===== src/rtl/tdm_pkg.sv =====
package tdm_pkg;
  localparam int unsigned WORD_W = 32;

  typedef enum logic [1:0] {
    WS_8  = 2'b00,
    WS_16 = 2'b01,
    WS_24 = 2'b10,
    WS_32 = 2'b11
  } word_size_e;

  // move the right-aligned word so its MSB sits at WORD_W-1
  function automatic logic [WORD_W-1:0] left_align(input logic [WORD_W-1:0] w,
                                                   input word_size_e ws);
    case (ws)
      WS_8:    return w << 24;
      WS_16:   return w << 16;
      WS_24:   return w << 8;
      default: return w;
    endcase
  endfunction
endpackage


===== src/rtl/tdm_frame_counter.sv =====
module tdm_frame_counter #(
  parameter int unsigned SLOT_W = 4,
  parameter int unsigned BIT_W  = 5
) (
  input  logic              clk_i,
  input  logic              rst_ni,
  input  logic              en_i,
  input  logic              tick_i,
  input  logic [SLOT_W-1:0] slot_max_i,
  input  logic [BIT_W-1:0]  bit_max_i,
  output logic [SLOT_W-1:0] slot_o,
  output logic [BIT_W-1:0]  bit_o
);
  logic [SLOT_W-1:0] slot_q;
  logic [BIT_W-1:0]  bit_q;

  always_ff @(posedge clk_i or negedge rst_ni) begin
    if (!rst_ni) begin
      slot_q <= '0;
      bit_q  <= '0;
    end else if (!en_i) begin
      slot_q <= '0;
      bit_q  <= '0;
    end else if (tick_i) begin
      if (bit_q >= bit_max_i) begin
        bit_q  <= '0;
        slot_q <= (slot_q >= slot_max_i) ? '0 : slot_q + 1'b1;
      end else begin
        bit_q <= bit_q + 1'b1;
      end
    end
  end

  assign slot_o = slot_q;
  assign bit_o  = bit_q;
endmodule


===== src/rtl/tdm_fsync_gen.sv =====
module tdm_fsync_gen #(
  parameter int unsigned SLOT_W = 4,
  parameter int unsigned BIT_W  = 5
) (
  input  logic              clk_i,
  input  logic              rst_ni,
  input  logic              en_i,
  input  logic              tick_i,
  input  logic [SLOT_W-1:0] slot_i,
  input  logic [BIT_W-1:0]  bit_i,
  input  logic [SLOT_W-1:0] start_slot_i,
  input  logic [BIT_W-1:0]  start_bit_i,
  input  logic [SLOT_W-1:0] end_slot_i,
  input  logic [BIT_W-1:0]  end_bit_i,
  output logic              fs_o
);
  logic fs_q;
  logic at_start, at_end;

  assign at_start = (slot_i == start_slot_i) && (bit_i == start_bit_i);
  assign at_end   = (slot_i == end_slot_i)   && (bit_i == end_bit_i);

  always_ff @(posedge clk_i or negedge rst_ni) begin
    if (!rst_ni)          fs_q <= 1'b0;
    else if (!en_i)       fs_q <= 1'b0;
    else if (tick_i) begin
      if (at_start)       fs_q <= 1'b1;  // start has priority
      else if (at_end)    fs_q <= 1'b0;
    end
  end

  assign fs_o = fs_q;
endmodule


===== src/rtl/tdm_word_shifter.sv =====
module tdm_word_shifter
  import tdm_pkg::*;
(
  input  logic              clk_i,
  input  logic              rst_ni,
  input  logic              en_i,
  input  logic              tick_i,
  input  logic              load_i,
  input  logic [WORD_W-1:0] word_i,
  input  word_size_e        ws_i,
  output logic              sd_o
);
  logic [WORD_W-1:0] shreg_q;
  logic [WORD_W-1:0] aligned;
  logic              sd_q;

  assign aligned = left_align(word_i, ws_i);

  // zeros shift in behind the word, so trailing bits go low
  always_ff @(posedge clk_i or negedge rst_ni) begin
    if (!rst_ni) begin
      shreg_q <= '0;
      sd_q    <= 1'b0;
    end else if (!en_i) begin
      shreg_q <= '0;
      sd_q    <= 1'b0;
    end else if (tick_i) begin
      if (load_i) begin
        sd_q    <= aligned[WORD_W-1];
        shreg_q <= aligned << 1;
      end else begin
        sd_q    <= shreg_q[WORD_W-1];
        shreg_q <= shreg_q << 1;
      end
    end
  end

  assign sd_o = sd_q;
endmodule


===== src/rtl/tdm_tx_master.sv =====
module tdm_tx_master
  import tdm_pkg::*;
#(
  parameter int unsigned MAX_SLOTS = 16,
  parameter int unsigned MAX_BITS  = 32,
  localparam int unsigned SLOT_W   = $clog2(MAX_SLOTS),
  localparam int unsigned BIT_W    = $clog2(MAX_BITS)
) (
  input  logic                 clk_i,
  input  logic                 rst_ni,
  input  logic                 en_i,
  input  logic                 bclk_en_i,
  input  logic [WORD_W-1:0]    sample_i,
  input  logic                 sample_valid_i,
  output logic                 sample_ready_o,
  input  logic                 mute_i,
  input  logic [WORD_W-1:0]    mute_word_i,
  input  logic                 underrun_mute_i,
  input  logic [1:0]           word_size_i,
  input  logic [SLOT_W-1:0]    slot_max_i,
  input  logic [BIT_W-1:0]     bit_max_i,
  input  logic [MAX_SLOTS-1:0] slot_mask_i,
  input  logic [SLOT_W-1:0]    fs_start_slot_i,
  input  logic [BIT_W-1:0]     fs_start_bit_i,
  input  logic [SLOT_W-1:0]    fs_end_slot_i,
  input  logic [BIT_W-1:0]     fs_end_bit_i,
  input  logic                 fs_inv_i,
  output logic                 fs_o,
  output logic                 sd_o
);
  logic [SLOT_W-1:0] slot_q;
  logic [BIT_W-1:0]  bit_q;
  logic              fs_raw;
  logic              slot_on;
  logic              slot_head;
  logic [WORD_W-1:0] word_sel;

  tdm_frame_counter #(.SLOT_W(SLOT_W), .BIT_W(BIT_W)) u_cnt (
    .clk_i      (clk_i),
    .rst_ni     (rst_ni),
    .en_i       (en_i),
    .tick_i     (bclk_en_i),
    .slot_max_i (slot_max_i),
    .bit_max_i  (bit_max_i),
    .slot_o     (slot_q),
    .bit_o      (bit_q)
  );

  tdm_fsync_gen #(.SLOT_W(SLOT_W), .BIT_W(BIT_W)) u_fs (
    .clk_i        (clk_i),
    .rst_ni       (rst_ni),
    .en_i         (en_i),
    .tick_i       (bclk_en_i),
    .slot_i       (slot_q),
    .bit_i        (bit_q),
    .start_slot_i (fs_start_slot_i),
    .start_bit_i  (fs_start_bit_i),
    .end_slot_i   (fs_end_slot_i),
    .end_bit_i    (fs_end_bit_i),
    .fs_o         (fs_raw)
  );

  assign slot_on   = slot_mask_i[slot_q];
  assign slot_head = (bit_q == '0);

  always_comb begin
    if (!slot_on)            word_sel = '0;
    else if (mute_i)         word_sel = mute_word_i;
    else if (sample_valid_i) word_sel = sample_i;
    else if (underrun_mute_i) word_sel = mute_word_i;
    else                     word_sel = '0;
  end

  // muted slots still drain the stream to keep slot alignment
  assign sample_ready_o = en_i && bclk_en_i && slot_head && slot_on;

  tdm_word_shifter u_shift (
    .clk_i  (clk_i),
    .rst_ni (rst_ni),
    .en_i   (en_i),
    .tick_i (bclk_en_i),
    .load_i (slot_head),
    .word_i (word_sel),
    .ws_i   (word_size_e'(word_size_i)),
    .sd_o   (sd_o)
  );

  assign fs_o = fs_raw ^ fs_inv_i;
endmodule


===== config.mk =====
export PLATFORM = sky130hd
export DESIGN_NAME = tdm_tx_master
export DESIGN_NICKNAME = d
export VERILOG_FILES = /design/src/rtl/tdm_pkg.sv /design/src/rtl/tdm_frame_counter.sv /design/src/rtl/tdm_fsync_gen.sv /design/src/rtl/tdm_word_shifter.sv /design/src/rtl/tdm_tx_master.sv
export SDC_FILE = /design/constraint.sdc
export NUM_CORES = 1
export LEC_CHECK = 0
export CAP_MARGIN = 20
export CORE_UTILIZATION = 45
export CTS_BUF_LIST = sky130_fd_sc_hd__clkbuf_4 sky130_fd_sc_hd__clkbuf_8 sky130_fd_sc_hd__clkbuf_16
export CTS_CLUSTER_DIAMETER = 200
export DETAILED_ROUTE_END_ITERATION = 8
export PLACE_DENSITY = 0.87
export SLEW_MARGIN = 20
export SYNTH_ARGS = -nofsm -noshare
export SYNTH_HDL_FRONTEND = slang
export SYNTH_HIERARCHICAL = 1
export SYNTH_SLANG_ARGS = --single-unit

===== constraint.sdc =====
create_clock -name clk_i -period 2.9 [get_ports clk_i]
set_input_delay 0.725 -clock clk_i [delete_from_list [all_inputs] [get_ports clk_i]]
set_output_delay 0.725 -clock clk_i [all_outputs]
set_load 0.03 [all_outputs]

==> impl_metrics.tcl <==
set metrics [dict create \
    drtIter0Drc 341 \
    drtAntennaViolNets 0 \
    synth-edff-count 0 \
    critical-path-top-delay-family "buffers and inverters" \
    report.final.slew_viol_count 0 \
    start_util_pct 46.2 \
    synth_cell_types 50 \
    max-clock-path-buffers 2 \
    die_h_um 93.7 \
    final.fill_count 630 \
    ios 120 \
    cts_hold_buffers 0 \
    async_reset_ff_share_pct 100 \
    timing.hold.ws_ns 0.533 \
    seq_area_frac_synth_pct 27.8 \
    instances_no_fill 630 \
    worstPathArrival_ns 2.13 \
    start_kind "input pin" \
    power_leakage_nw 2.29 \
    std_cell_rows 33 \
    ys.flop_type "dfrtp_1" \
    fin_crit_sh_pct 98.5 \
    vias_per_cell 5.99 \
    synth_cells 400 \
    cts_buffers 5 \
    dieArea_mm2 0.00877 \
    syn_nets 528 \
    relSlewSlack_pct 37.3 \
    io_buffers 119 \
    grt_first_pass_wirelength_mm 17.8 \
    htree_levels 2 \
    fin_skew_ns 0.00659 \
    grt_antenna_before_repair 0 \
    crit_path_frequent_cell "buf_12" \
    status "finished clean" \
    max_stage_delay_ns 0.50 \
    rsz0062_at_grt "no" \
    worstMarginPinSlew_ns 0.940 \
    avgSynthCellArea_um2 9.45 \
    grt_max_degree 61 \
    p_per_area_mw_per_mm2 636 \
    dr_total_vias 3773 \
    yosys_warnings 6 \
    place.gp.congestion 0.878 \
    cts_tree "done" \
    cts_root_buffer "clkbuf_8" \
    synth-seq-cells 42 \
    vdd.ir_drop.worst_mv 0.333 \
    antenna_cells 0 \
    drv_cap 0 \
    cts_sinks 42 \
    dpl.cell_count 616 \
    crit_chain "clkdlybuf4s50_1 -> mux4_2 -> o21ai_4 -> buf_12 -> a21oi_4 -> buf_12" \
    finalSetupViolCount 0 \
    place_ws_ns -0.236 \
    worstPathMaxFanout 2 \
    core_area_mm2 0.00818 \
    syn_area_mm2 0.00378 \
    fin_crit_ns 2.86 \
    crit_path_top_delay_cell "mux4_2" \
    firstDrtPassIters 7 \
    grt_usage_pct 25.9 \
    nets 652 \
    criticalPathCategory "input pin to primary output" \
    worst_slack_ns 0.0428 \
    grt_overflow_total 0 \
    clkLatencyLatePin_ns 0.30 \
    clk_pin_slew_ns 0.08 \
    dp_hpwl_mm 8.25 \
    grt_pass1_vias 3714 \
    drc 0 \
    cp-end-kind "primary output" \
    hp-class "register to register" \
    drive_gt1_share_pct 22.5 \
    dieWidth_um 93.7 \
    routedWlPerCell_um 17.6 \
    area_growth_syn_to_layout_pct 40.8 \
    crit_buf_inv 3 \
    cp_data_required_time_ns 2.17 \
    drt_wl_total_mm 11.1 \
    finalHoldViolCount 0 \
    fmax_mhz 350 \
]
[Yosys cell counts, types with 2 or more instances]
library cell | number | area, um2
a21boi_0 | 3 | 22.5
a21o_1 | 2 | 15.0
a21oi_1 | 19 | 95.1
a21oi_2 | 30 | 263
a221oi_1 | 8 | 70.1
a221oi_2 | 2 | 30.0
a222oi_1 | 7 | 70.1
a22oi_1 | 40 | 300
buf_2 | 9 | 45.0
buf_6 | 10 | 113
clkbuf_1 | 12 | 45.0
clkbuf_8 | 4 | 55.1
dfrtp_1 | 42 | 1050
dlygate4sd1_1 | 2 | 17.5
ha_1 | 11 | 138
inv_1 | 16 | 60.1
mux2_2 | 18 | 203
mux2_4 | 6 | 90.1
mux2i_1 | 6 | 60.1
mux4_2 | 2 | 45.0
nand2_1 | 14 | 52.6
nand2b_1 | 12 | 75.1
nand3_1 | 14 | 70.1
nand4_1 | 14 | 87.6
nor2_1 | 16 | 60.1
nor2b_1 | 2 | 12.5
nor3_1 | 2 | 10.0
o211a_1 | 7 | 70.1
o21ai_0 | 17 | 85.1
o21ai_1 | 3 | 15.0
o21ai_4 | 2 | 32.5
o32ai_1 | 9 | 78.8
xnor2_1 | 15 | 131
xor2_1 | 8 | 70.1
[stage by stage]
stage                     instance area [um2]  utilization, %  setup TNS [ns]  power, mW
after global routing                     5320            65.1               0       3.57
after global placement                   5090            62.2           -1.80       2.70
after CTS                                5310            65.0               0       3.43
after floorplan                          3780               -               0       2.10
after detailed placement                 5090            62.2           -2.80       2.76
final                                    5320            65.1               0       3.38
[routing by layer]
| layer | vias up | share of wire, % | global-route usage (%) |
|---|---|---|---|
| met5 | - | 0 | 0 |
| met4 | 0 | 2.6 | 8.72 |
| met3 | 29 | 8.6 | 4.77 |
| met2 | 193 | 49 | 46.3 |
| met1 | 1785 | 39 | 31.0 |
| li1 | 1766 | - | - |
[layout by cell type, fill, tap and decap left out, types with 2 or more instances in the layout]
cell type,Yosys,final
buf_2,9,2
a21oi_4,0,2
xnor2_1,15,15
nand2b_1,12,12
ha_1,11,11
mux2_4,6,7
dlygate4sd2_1,0,4
o21ai_0,17,17
buf_12,1,7
a21oi_1,19,18
nand3_1,14,14
dlymetal6s2s_1,0,8
nor2_1,16,15
o211a_1,7,7
xor2_1,8,8
nor2b_1,2,2
nand2_1,14,14
o21ai_1,3,3
clkbuf_8,4,5
nand4_1,14,14
mux4_2,2,2
buf_4,0,30
a21o_1,2,2
clkdlybuf4s50_1,0,104
nor3_1,2,2
a222oi_1,7,7
a22oi_1,40,40
mux2_2,18,17
inv_6,0,3
o32ai_1,9,9
o21ai_4,2,2
a21boi_0,3,3
a221oi_1,8,7
a221oi_2,2,3
inv_1,16,16
dfrtp_1,42,41
mux2i_1,6,6
a21oi_2,30,29
[worst paths after layout]
check / start / end / slack, ns / cells past startpoint
worst max-delay path: slot_mask_i[5] / sample_ready_o / 0.04 / 6
worst min-delay path: u_shift/shreg_q[5] / u_shift/shreg_q[5] / 0.53 / 1
worst max register to register: u_cnt/bit_o[3] / u_shift/sd_o / 0.22 / 6
worst min register to register: u_shift/shreg_q[5] / u_shift/shreg_q[5] / 0.53 / 1
max in group asynchronous: rst_ni / u_cnt/slot_o[0] / 1.70 / 1
min in group asynchronous: rst_ni / u_cnt/bit_o[0] / 0.57 / 1
[kinds of logic (layout without fill, tap and decap cells)]
group           Yosys count  in the layout  synth area share, %
compound gates          154            154                 31.5
xor+xnor                 23             23                 5.33
fa+ha+maj                11             11                 3.64
buf+inv                  55            180                 9.50
flops                    42             42                 27.8
mux                      32             32                 10.5
simple gates             83             83                 11.7
[what timing repair did]
action / CTS / global route
buffers inserted: 4 / 1
endpoints found under the setup margin: 1 / 18
gates cloned: 2 / 0
pin swaps: 4 / 8
gates resized for setup: 6 / 12
[registers in the layout, summed over array words and instances, names as in the netlist]
register and flops:
u_cnt/slot_o 4, u_cnt/bit_o 5, u_fs/fs_o 1, u_shift/sd_o 1, u_shift/shreg_q 31
[report_power, final]
group	switching (mW)	internal, mW	total [mW]
logic	1.10	1.13	2.23
registers	0.0900	0.661	0.751
clock network	0.222	0.179	0.401
[layout make-up]
type / count / area, um2 / share of cell area, %
timing repair buffer: 156 / 1580 / 29.8
inverter: 16 / 60.1 / 1.13
clock inverter: 3 / 26.3 / 0.494
clock buffer: 5 / 68.8 / 1.29
sequential: 42 / 1050 / 19.8
multi-input combinational: 303 / 2400 / 45.1
tap: 105 / 131 / 2.47
Power figures use the tool's default switching activity.
